File: config.mk
export PLATFORM = sky130hd
export DESIGN_NAME = slot_metrics_unit
export DESIGN_NICKNAME = d
export VERILOG_FILES = /design/src/rtl/slotm_pkg.sv /design/src/rtl/slotm_counters.sv /design/src/rtl/slotm_divider.sv /design/src/rtl/slot_metrics_unit.sv
export SDC_FILE = /design/constraint.sdc
export NUM_CORES = 2
export LEC_CHECK = 0
export BUFFER_PORTS_ARGS = -buffer_cell sky130_fd_sc_hd__buf_2
export CAP_MARGIN = 20
export CORE_ASPECT_RATIO = 0.5
export CORE_UTILIZATION = 40
export DETAILED_ROUTE_END_ITERATION = 16
export HOLD_SLACK_MARGIN = 0.08
export PLACE_DENSITY = 0.52
export SYNTH_ARGS = -nofsm -noshare
export SYNTH_HDL_FRONTEND = slang
export SYNTH_HIERARCHICAL = 1
export SYNTH_SLANG_ARGS = --single-unit
File: constraint.sdc
create_clock -name clk -period 10.8 [get_ports clk]
set_input_delay 0 -clock clk [delete_from_list [all_inputs] [get_ports clk]]
set_output_delay 0 -clock clk [all_outputs]
set_load 0.01 [all_outputs]
File: src/rtl/slotm_pkg.sv
`timescale 1ns/1ps
package slotm_pkg;
    localparam int NCAT   = 4;
    localparam int FRAC_W = 8;

    typedef enum logic [1:0] {
        CAT_RETIRE   = 2'd0,
        CAT_BADSPEC  = 2'd1,
        CAT_FRONTEND = 2'd2,
        CAT_BACKEND  = 2'd3
    } cat_e;

    typedef enum logic {
        CTL_IDLE = 1'b0,
        CTL_CALC = 1'b1
    } ctl_e;

    typedef enum logic [1:0] {
        DIV_IDLE = 2'd0,
        DIV_LOAD = 2'd1,
        DIV_STEP = 2'd2
    } div_e;

    typedef struct packed {
        logic start;
        logic rd_slots;
        logic wr_slots;
        logic wr_metrics;
    } access_t;

    function automatic access_t decode_access(logic v, logic w, logic sel, logic idle);
        access_t a;
        logic ok;
        ok           = v & idle;
        a.start      = ok & ~w & sel;
        a.rd_slots   = ok & ~w & ~sel;
        a.wr_slots   = ok & w & ~sel;
        a.wr_metrics = ok & w & sel;
        return a;
    endfunction
endpackage

File: src/rtl/slotm_counters.sv
`timescale 1ns/1ps
module slotm_counters #(
    parameter int CNT_W = 48,
    parameter int INC_W = 3,
    parameter int NCAT  = 4
) (
    input  logic                  clk,
    input  logic                  rst,
    input  logic                  hold,
    input  logic                  load_slots,
    input  logic [CNT_W-1:0]      load_val,
    input  logic                  clear_slots,
    input  logic                  clear_cats,
    input  logic [INC_W-1:0]      slot_inc,
    input  logic [NCAT*INC_W-1:0] cat_inc,
    output logic [CNT_W-1:0]      slots,
    output logic [NCAT*CNT_W-1:0] cats,
    output logic                  wrap_any
);
    logic [NCAT-1:0] wrap_lane;

    always_ff @(posedge clk) begin
        if (rst)              slots <= '0;
        else if (clear_slots) slots <= '0;
        else if (load_slots)  slots <= load_val;
        else if (!hold)       slots <= slots + CNT_W'(slot_inc);
    end

    for (genvar k = 0; k < NCAT; k++) begin : g_lane
        logic [CNT_W:0] sum;
        assign sum = {1'b0, cats[k*CNT_W +: CNT_W]} + (CNT_W+1)'(cat_inc[k*INC_W +: INC_W]);
        assign wrap_lane[k] = sum[CNT_W] & ~hold & ~clear_cats;

        always_ff @(posedge clk) begin
            if (rst)             cats[k*CNT_W +: CNT_W] <= '0;
            else if (clear_cats) cats[k*CNT_W +: CNT_W] <= '0;
            else if (!hold)      cats[k*CNT_W +: CNT_W] <= sum[CNT_W-1:0];
        end
    end

    assign wrap_any = |wrap_lane;

    // counters frozen while held
    assert_frozen_R6: assert property (@(posedge clk) disable iff (rst)
        (hold && !clear_slots && !clear_cats && !load_slots) |=> ($stable(slots) && $stable(cats)));

    // a slots load leaves the categories alone
    assert_load_keeps_cats_R9: assert property (@(posedge clk) disable iff (rst)
        (load_slots && hold && !clear_cats) |=> $stable(cats));
endmodule

File: src/rtl/slotm_divider.sv
`timescale 1ns/1ps
module slotm_divider
    import slotm_pkg::*;
#(
    parameter int CNT_W = 48,
    parameter int NCAT_P = 4,
    parameter int FR_W  = 8
) (
    input  logic                    clk,
    input  logic                    rst,
    input  logic                    start,
    input  logic [NCAT_P*CNT_W-1:0] cats,
    input  logic [CNT_W-1:0]        den,
    output logic                    done,
    output logic [NCAT_P*FR_W-1:0]  word
);
    localparam int NUM_W = CNT_W + FR_W;
    localparam int IDX_W = (NCAT_P > 1) ? $clog2(NCAT_P) : 1;
    localparam int BIT_W = $clog2(FR_W);

    div_e              st;
    logic [CNT_W-1:0]  snap [NCAT_P];
    logic [CNT_W-1:0]  den_q;
    logic [IDX_W-1:0]  idx;
    logic [BIT_W-1:0]  bitc;
    logic [NUM_W-1:0]  rem;
    logic [NUM_W-1:0]  dsh;
    logic [FR_W-1:0]   q;
    logic [FR_W-1:0]   res [NCAT_P];
    logic              sat_q;
    logic              zero_q;
    logic              ge;
    logic [FR_W-1:0]   q_next;

    assign ge     = (rem >= dsh);
    assign q_next = {q[FR_W-2:0], ge};

    always_ff @(posedge clk) begin
        if (rst) begin
            st     <= DIV_IDLE;
            done   <= 1'b0;
            den_q  <= '0;
            idx    <= '0;
            bitc   <= '0;
            rem    <= '0;
            dsh    <= '0;
            q      <= '0;
            sat_q  <= 1'b0;
            zero_q <= 1'b0;
            for (int k = 0; k < NCAT_P; k++) begin
                snap[k] <= '0;
                res[k]  <= '0;
            end
        end else begin
            done <= 1'b0;
            case (st)
                DIV_IDLE: if (start) begin
                    for (int k = 0; k < NCAT_P; k++) snap[k] <= cats[k*CNT_W +: CNT_W];
                    den_q <= den;
                    idx   <= '0;
                    st    <= DIV_LOAD;
                end
                DIV_LOAD: begin
                    rem    <= NUM_W'({snap[idx], {FR_W{1'b0}}}) - NUM_W'(snap[idx]);
                    dsh    <= NUM_W'(den_q) << (FR_W - 1);
                    bitc   <= BIT_W'(FR_W - 1);
                    q      <= '0;
                    zero_q <= (den_q == '0);
                    sat_q  <= (snap[idx] >= den_q);
                    st     <= DIV_STEP;
                end
                default: begin
                    if (ge) rem <= rem - dsh;
                    dsh  <= dsh >> 1;
                    q    <= q_next;
                    bitc <= bitc - 1'b1;
                    if (bitc == '0) begin
                        res[idx] <= zero_q ? '0 : (sat_q ? {FR_W{1'b1}} : q_next);
                        if (idx == IDX_W'(NCAT_P - 1)) begin
                            done <= 1'b1;
                            st   <= DIV_IDLE;
                        end else begin
                            idx <= idx + 1'b1;
                            st  <= DIV_LOAD;
                        end
                    end
                end
            endcase
        end
    end

    for (genvar k = 0; k < NCAT_P; k++) begin : g_pack
        assign word[k*FR_W +: FR_W] = res[k];
    end

    // restoring invariant, the quotient always fits the field
    assert_rem_bound_R3: assert property (@(posedge clk) disable iff (rst)
        (st == DIV_STEP && !zero_q && !sat_q) |-> (rem < (dsh << 1)));

    // a new start is never seen while a computation runs
    assert_no_restart_R6: assert property (@(posedge clk) disable iff (rst)
        (st != DIV_IDLE) |-> !start);
endmodule

File: src/rtl/slot_metrics_unit.sv
`timescale 1ns/1ps
module slot_metrics_unit
    import slotm_pkg::*;
#(
    parameter int CNT_W  = 48,
    parameter int INC_W  = 3,
    parameter int DATA_W = (CNT_W > NCAT*FRAC_W) ? CNT_W : NCAT*FRAC_W
) (
    input  logic                  clk,
    input  logic                  rst,
    input  logic [INC_W-1:0]      slot_inc,
    input  logic [NCAT*INC_W-1:0] cat_inc,
    input  logic                  req_valid,
    input  logic                  req_write,
    input  logic                  req_sel,
    input  logic [DATA_W-1:0]     wdata,
    input  logic                  ovf_clear,
    output logic [DATA_W-1:0]     rdata,
    output logic                  rvalid,
    output logic                  busy,
    output logic                  ovf_flag
);
    ctl_e                  st;
    access_t               acc;
    logic                  div_done;
    logic [NCAT*FRAC_W-1:0] div_word;
    logic [CNT_W-1:0]      slots;
    logic [NCAT*CNT_W-1:0] cats;
    logic                  wrap_any;
    logic                  hold;
    logic                  met_done_q;
    logic                  wr_met_q;

    assign acc  = decode_access(req_valid, req_write, req_sel, st == CTL_IDLE);
    assign busy = (st == CTL_CALC);
    assign hold = acc.start | busy;

    slotm_counters #(.CNT_W(CNT_W), .INC_W(INC_W), .NCAT(NCAT)) u_cnt (
        .clk        (clk),
        .rst        (rst),
        .hold       (hold),
        .load_slots (acc.wr_slots),
        .load_val   (wdata[CNT_W-1:0]),
        .clear_slots(acc.rd_slots | div_done),
        .clear_cats (acc.wr_metrics | div_done),
        .slot_inc   (slot_inc),
        .cat_inc    (cat_inc),
        .slots      (slots),
        .cats       (cats),
        .wrap_any   (wrap_any)
    );

    slotm_divider #(.CNT_W(CNT_W), .NCAT_P(NCAT), .FR_W(FRAC_W)) u_div (
        .clk  (clk),
        .rst  (rst),
        .start(acc.start),
        .cats (cats),
        .den  (slots),
        .done (div_done),
        .word (div_word)
    );

    always_ff @(posedge clk) begin
        if (rst) begin
            st         <= CTL_IDLE;
            rvalid     <= 1'b0;
            rdata      <= '0;
            ovf_flag   <= 1'b0;
            met_done_q <= 1'b0;
            wr_met_q   <= 1'b0;
        end else begin
            if (acc.start)     st <= CTL_CALC;
            else if (div_done) st <= CTL_IDLE;
            rvalid     <= acc.rd_slots | div_done;
            met_done_q <= div_done;
            wr_met_q   <= acc.wr_metrics;
            if (div_done)          rdata <= DATA_W'(div_word);
            else if (acc.rd_slots) rdata <= DATA_W'(slots);
            ovf_flag <= (ovf_flag & ~ovf_clear) | wrap_any;
        end
    end

    // result never presented while still computing
    assert_busy_no_valid_R6: assert property (@(posedge clk) disable iff (rst)
        busy |-> !rvalid);

    // the flag holds until cleared
    assert_ovf_sticky_R11: assert property (@(posedge clk) disable iff (rst)
        (ovf_flag && !ovf_clear) |=> ovf_flag);

    // everything zero right after a metrics result
    assert_clear_after_read_R7: assert property (@(posedge clk) disable iff (rst)
        met_done_q |-> (slots == '0 && cats == '0));

    // category counters zero after a metrics write
    assert_wr_clears_R10: assert property (@(posedge clk) disable iff (rst)
        wr_met_q |-> (cats == '0));
endmodule

### After elaboration in Yosys (flattened, before gate mapping)

Memories as Yosys holds them, arrays and structs flattened. A register that Yosys moved wholly into a read port is not among the register bits.
Index checks and enable logic that the tools add are counted.

| operators by class | value |
|---|---|
| equal/unequal tests | 5 |
| bitwise gates (word level) | 33 |
| reductions and logical operators | 19 |
| order comparisons | 2 |
| $add $sub $neg | 9 |
| muxes and demuxes | 41 |

Operators with widths:

| cell | number |
|---|---|
| $mux W48 | 6 |
| $pmux W56 S2 | 2 |
| $add A48 B3 Y49 | 4 |
| $mux W32 | 2 |
| $ge A56 B56 Y1 | 1 |
| $mux W56 | 1 |
| $sub A56 B48 Y56 | 1 |
| $sub A56 B56 Y56 | 1 |
| $add A48 B3 Y48 | 1 |
| $ge A48 B48 Y1 | 1 |
| $logic_not A48 Y1 | 1 |
| $mux W8 | 3 |
| $and A1 B1 Y1 | 16 |
| $mux W2 | 8 |
| $mux W1 | 15 |
| $pmux W7 S2 | 1 |
| $not A1 Y1 | 9 |
| $or A1 B1 Y1 | 8 |
| $pmux W2 S2 | 2 |
| $reduce_bool A2 Y1 | 4 |
| $reduce_or A2 Y1 | 4 |
| $reduce_or A4 Y1 | 2 |
| $reduce_or A8 Y1 | 1 |
| $pmux W3 S2 | 1 |
| other kinds (11) | 14 |

| word-level totals | value |
|---|---|
| register bits after elaboration | 468 |
| bits of input ports | 69 |
| memories | 2 |
| logic and storage cells | 131 |
| memory bits (writable) | 224 |
| output and inout bits | 51 |

Memory list:

| name | depth | width | rd ports | clocked after memory_dff | write ports | line | source |
|---|---|---|---|---|---|---|---|
| u_div.snap | 4 | 48 | 1 | 1 | 4 | slotm_divider.sv:22 | `logic [CNT_W-1:0] snap [NCAT_P];` |
| u_div.res | 4 | 8 | 4 | 0 | 4 | slotm_divider.sv:29 | `logic [FR_W-1:0] res [NCAT_P];` |

### Logic depth before layout (Yosys ltp)

| logic depth | value |
|---|---|
| word-level depth | 10 |
| depth in mapped cells | 17 |
| mapped depth without buffers | 12 |

### By module

The synthesis kept the hierarchy.

Modules (own cells, without submodules):

| module | seq. area each (µm²) | times used | cells an instance | area an instance (µm²) |
|---|---|---|---|---|
| slotm_divider | 10,289.9 | 1 | 2,601 | 24,295.8 |
| slotm_counters | 4,804.6 | 1 | 1,449 | 11,897.7 |
| slot_metrics_unit | 1,021.0 | 1 | 270 | 2,326.0 |

### Worst setup path after synthesis

No wires, ideal clock.

| path | value |
|---|---|
| kind | register -> register |
| start | register u_div.st[1] |
| end | memory u_div.snap[0][0], enable pin |
| arrival time | 6.658 ns |
| data required time | 10.171 ns |
| slack | 3.513 ns |
| period minus slack after synthesis | 7.287 ns |
| path buffers | 4 |
| setup time | 0.629 ns |
| stages on the path, launching flop included | 8 |
| cells stage by stage | dfxtp_1 > clkbuf_1 > nor2_1 > clkbuf_1 > a21oi_1 > inv_1 > clkbuf_1 > clkbuf_1 |

RTL lines:

| item | line | source |
|---|---|---|
| from (decl) | slotm_divider.sv:21 | `div_e st;` |
| from (signal assigned) | slotm_divider.sv:40 | `st <= DIV_IDLE;` |
| from (signal assigned) | slotm_divider.sv:61 | `st <= DIV_LOAD;` |
| from (signal assigned) | slotm_divider.sv:70 | `st <= DIV_STEP;` |
| to (decl) | slotm_divider.sv:22 |  |

### Worst setup path after layout

| path | value |
|---|---|
| start | register u_div.dsh[50] |
| end | register u_div.rem[34] |

| on the way | value |
|---|---|
| longest elaborated chain between the ends | 3 |

RTL lines:

| item | line | source |
|---|---|---|
| from (decl) | slotm_divider.sv:27 | `logic [NUM_W-1:0] dsh;` |
| from (signal assigned) | slotm_divider.sv:65 | `dsh <= NUM_W'(den_q) << (FR_W - 1);` |
| from (signal assigned) | slotm_divider.sv:74 | `dsh <= dsh >> 1;` |
| $ge A56 B56 Y1 | slotm_divider.sv:35 | `assign ge = (rem >= dsh);` |
| $reduce_bool A2 Y1 (no line) | - |  |
| $reduce_and A2 Y1 (no line) | - |  |
| to (signal assigned) | slotm_divider.sv:64 | `rem <= NUM_W'({snap[idx], {FR_W{1'b0}}}) - NUM_W'(snap[idx]);` |
| to (signal assigned) | slotm_divider.sv:73 | `if (ge) rem <= rem - dsh;` |
| to (decl) | slotm_divider.sv:26 | `logic [NUM_W-1:0] rem;` |

Every way passes these cells.
A chain may end at the register's enable or synchronous reset.

==> results.json <==
{
  "place_ws_ns": 6.03,
  "synth_flop_cell": "dfxtp_1",
  "rows": 80,
  "antenna_left": 0,
  "fp.dieH_um": 221,
  "ff_latch_area_um2": 16100,
  "first_pass_iters": 12,
  "critPathKind": "reg2reg",
  "cts-resized-gates": 0,
  "synth_top_area_cell": "dfxtp_1",
  "clk_latency_ns": 0.68,
  "fp.dieW_um": 441,
  "synth.net_count": 4557,
  "wl_per_cell_um": 23.7,
  "cts_tree": "built",
  "netlist_top_cells_area": "dfxtp_1 (24%), edfxtp_1 (17%), ha_1 (5.3%)",
  "grt_pass1_vias": 30900,
  "syn_inst": 4320,
  "ys_warn_count": 6,
  "grt_pass1_wl_um": 200000,
  "nets": 4613,
  "wirelength_um": 135000,
  "regToRegStartpoint": "u_div/dsh[50]",
  "top_level_ports": 120,
  "io_buffers": 119,
  "finalCoreUtilization": 0.452,
  "fmax_mhz": 221,
  "place.gp.congestion": 0.927,
  "dieArea_um2": 97600,
  "finClkSkew_ns": 0.0293,
  "place_inst": 5501,
  "async_flop_share": 0,
  "instances_no_fill": 5702,
  "slowest_delay_ns": 0.83,
  "status": "complete, but fails checks",
  "violations": "design-rule violations",
  "via_per_inst": 5.91,
  "drcViolationCount": 2,
  "synth_edf_count": 224,
  "multi_input_area_um2": 20400,
  "path_buf_inv": 1,
  "cp.arrival_ns": 5.06,
  "layout-drive-gt1-share": 0.0869,
  "placed_area_um2": 40100,
  "drt-initial-drc-count": 3200,
  "cts.sinks": 693,
  "areaGrowthSynthToFinish_pct": 11.8,
  "cp.required_ns": 11.35,
  "antenna_found_initial": 7,
  "startpoint_type": "register",
  "setup_ws_ns": 6.29,
  "htree_levels": 3,
  "grt_max_degree": 210,
  "startpoint": "u_div/dsh[50]",
  "end_kind": "register",
  "syn_area_um2": 38500,
  "min_path_type": "in2reg",
  "setup_violations": 0,
  "worstPathCellList": "inv_1 > ha_1 > nand2_1 > o21ai_0 > a41oi_1 > nand4_1 > nor4_1 > or2_1 > nor2_4 > a2111oi_0",
  "cts_root_buf": "clkbuf_16",
  "relSlewSlack": 0.229,
  "clockBufferDepth": 3,
  "crit_fanout": 16,
  "synth_cell_types": 92,
  "gr-total-overflow": 0,
  "hp-start": "wdata[4]",
  "hold_viol": 0,
  "stdcell_area_um2": 43100,
  "finalCritPeriodShare": 0.418,
  "initial_core_util": 0.404,
  "yosysTopAreaCellShare": 0.244,
  "critPathSlowestCell": "or2_1",
  "ir_drop_v": 0.000109,
  "core_um2": 95400,
  "tns_ns": 0,
  "path_clk_slew_ns": 0.07,
  "dr_total_vias": 33700,
  "p_per_area_nw_per_um2": 173,
  "finalPower_mw": 7.46,
  "crit_family": "simple AND/OR/NAND/NOR gates",
  "whs_ns": 0.119,
  "worstMarginPinSlew_ns": 1.16,
  "n_fill_cell": 9343,
  "slew_violations": 0,
  "ys_seq_area_frac": 0.418,
  "place_hpwl_um": 101000,
  "p_leak_nw": 15.8,
  "rsz0062_at_grt": "no",
  "grt_usage": 0.271,
  "maxCapViolCount": 0,
  "final.min_clock_period_ns": 4.51,
  "synth_seq_cells": 693,
  "synth_area_per_cell_um2": 8.92,
  "numCtsBuffers": 67
}
==> worst register-to-register path, cell delays in order, from the launching register on <==
cell       delay [ns]
dfxtp_1          0.32
inv_1            0.11
ha_1             0.45
nand2_1          0.25
o21ai_0          0.33
a41oi_1          0.68
nand4_1          0.21
nor4_1           0.49
or2_1            0.83
nor2_4           0.27
a2111oi_0        0.45
==> where the power goes <==
group / internal, mW / leakage (nW) / switching (mW)
sequential: 2.81 / 6.13 / 0.105
clock: 1.35 / 1.08 / 1.11
combinational: 0.728 / 8.57 / 1.35
==> final timing paths <==
kind / endpoint / slack (ns) / depth (start not counted)
worst min register to register: rdata[41] / 0.45 / 2
worst max-delay path: u_div/rem[34] / 6.29 / 10
worst max register to register: u_div/rem[34] / 6.29 / 10
worst min-delay path: u_cnt/slots[4] / 0.12 / 4
==> cell usage in the layout, fill, tap and decap left out, types with 38 or more instances in the layout <==
cell / netlist / layout
a211oi_1: 130 / 130
a21o_1: 52 / 52
a21oi_1: 310 / 310
and2_1: 206 / 206
and3_1: 46 / 46
buf_2: 24 / 118
buf_4: 3 / 38
clkbuf_16: 0 / 71
dfxtp_1: 469 / 464
dlygate4sd3_1: 0 / 75
edfxtp_1: 224 / 224
ha_1: 162 / 162
inv_1: 265 / 263
mux4_2: 48 / 48
nand2_1: 326 / 326
nand3_1: 106 / 106
nand4_1: 135 / 135
nor2_1: 384 / 380
nor3_1: 118 / 118
nor4_1: 49 / 48
o21ai_0: 235 / 235
o31ai_1: 43 / 43
or3_1: 81 / 81
xnor2_1: 105 / 105
xor2_1: 106 / 106
==> cells in the mapped netlist (8+ instances only) <==
library cell and number:
dfxtp_1 469, nor2_1 384, nand2_1 326, a21oi_1 310, inv_1 265, o21ai_0 235, edfxtp_1 224, and2_1 206
clkbuf_1 190, ha_1 162, nand4_1 135, a211oi_1 130, nor3_1 118, nand3_1 106, xor2_1 106, xnor2_1 105
or3_1 81, a21o_1 52, nor4_1 49, mux4_2 48, and3_1 46, o31ai_1 43, or4_1 36, a31oi_1 32
and4_1 30, o21bai_1 26, nand2b_1 25, buf_1 24, buf_2 24, nor2b_1 22, a311oi_1 21, mux2i_1 21
a2111oi_0 18, o21ai_1 18, a2111oi_1 16, o211ai_1 15, a22oi_1 14, nor3_2 14, o21a_1 14, a2111oi_2 13
o221ai_1 11, or2_2 10, a221oi_1 9, nor3b_1 8
==> flip-flops by register name, summed over array words and instances, names as in the netlist, 3 cells and up, named ones only <==
name and flops:
u_cnt/cats 192, u_div/snap 192, u_div/rem 56, u_div/dsh 55, rdata 48, u_cnt/slots 48, u_div/den_q 48, u_div/res 32
u_div/q 7, u_div/bitc 3
==> kinds of logic (layout without fill, tap and decap cells) <==
logic type	Yosys count	count (layout)	share of synthesized area
AO/OA/AOI/OAI	1039	1039	0.174
XOR/XNOR	211	211	0.0480
adder cells (fa/ha/maj)	168	168	0.0557
buffers and inverters	513	622	0.0524
flip-flops	693	693	0.418
multiplexers	70	70	0.0338
other	0	2	0
AND/OR/NAND/NOR	1626	1626	0.218
==> what timing repair did <==
action,CTS,global route
buffers inserted,0,0
endpoints found under the hold margin,112,0
hold buffers,75,0
==> routing by layer <==
| layer | up-vias | share of wire | global-route usage |
|---|---|---|---|
| li1 | 15800 | - | - |
| met1 | 16700 | 0.52 | 0.443 |
| met2 | 1138 | 0.40 | 0.369 |
| met3 | 116 | 0.072 | 0.0417 |
| met4 | 0 | 0.015 | 0.0487 |
| met5 | - | 0 | 0 |
==> area by class of cell <==
| type | count | area share |
|---|---|---|
| clock buffers | 97 | 0.0454 |
| diodes | 2 | 0.000116 |
| repair buffers | 235 | 0.0395 |
| multi-input cells | 3114 | 0.474 |
| flip-flops and latches | 693 | 0.374 |
| inverters | 265 | 0.0233 |
| clock inverters | 25 | 0.00607 |
| well taps | 1271 | 0.0369 |
(Power assumes the default switching activity.)
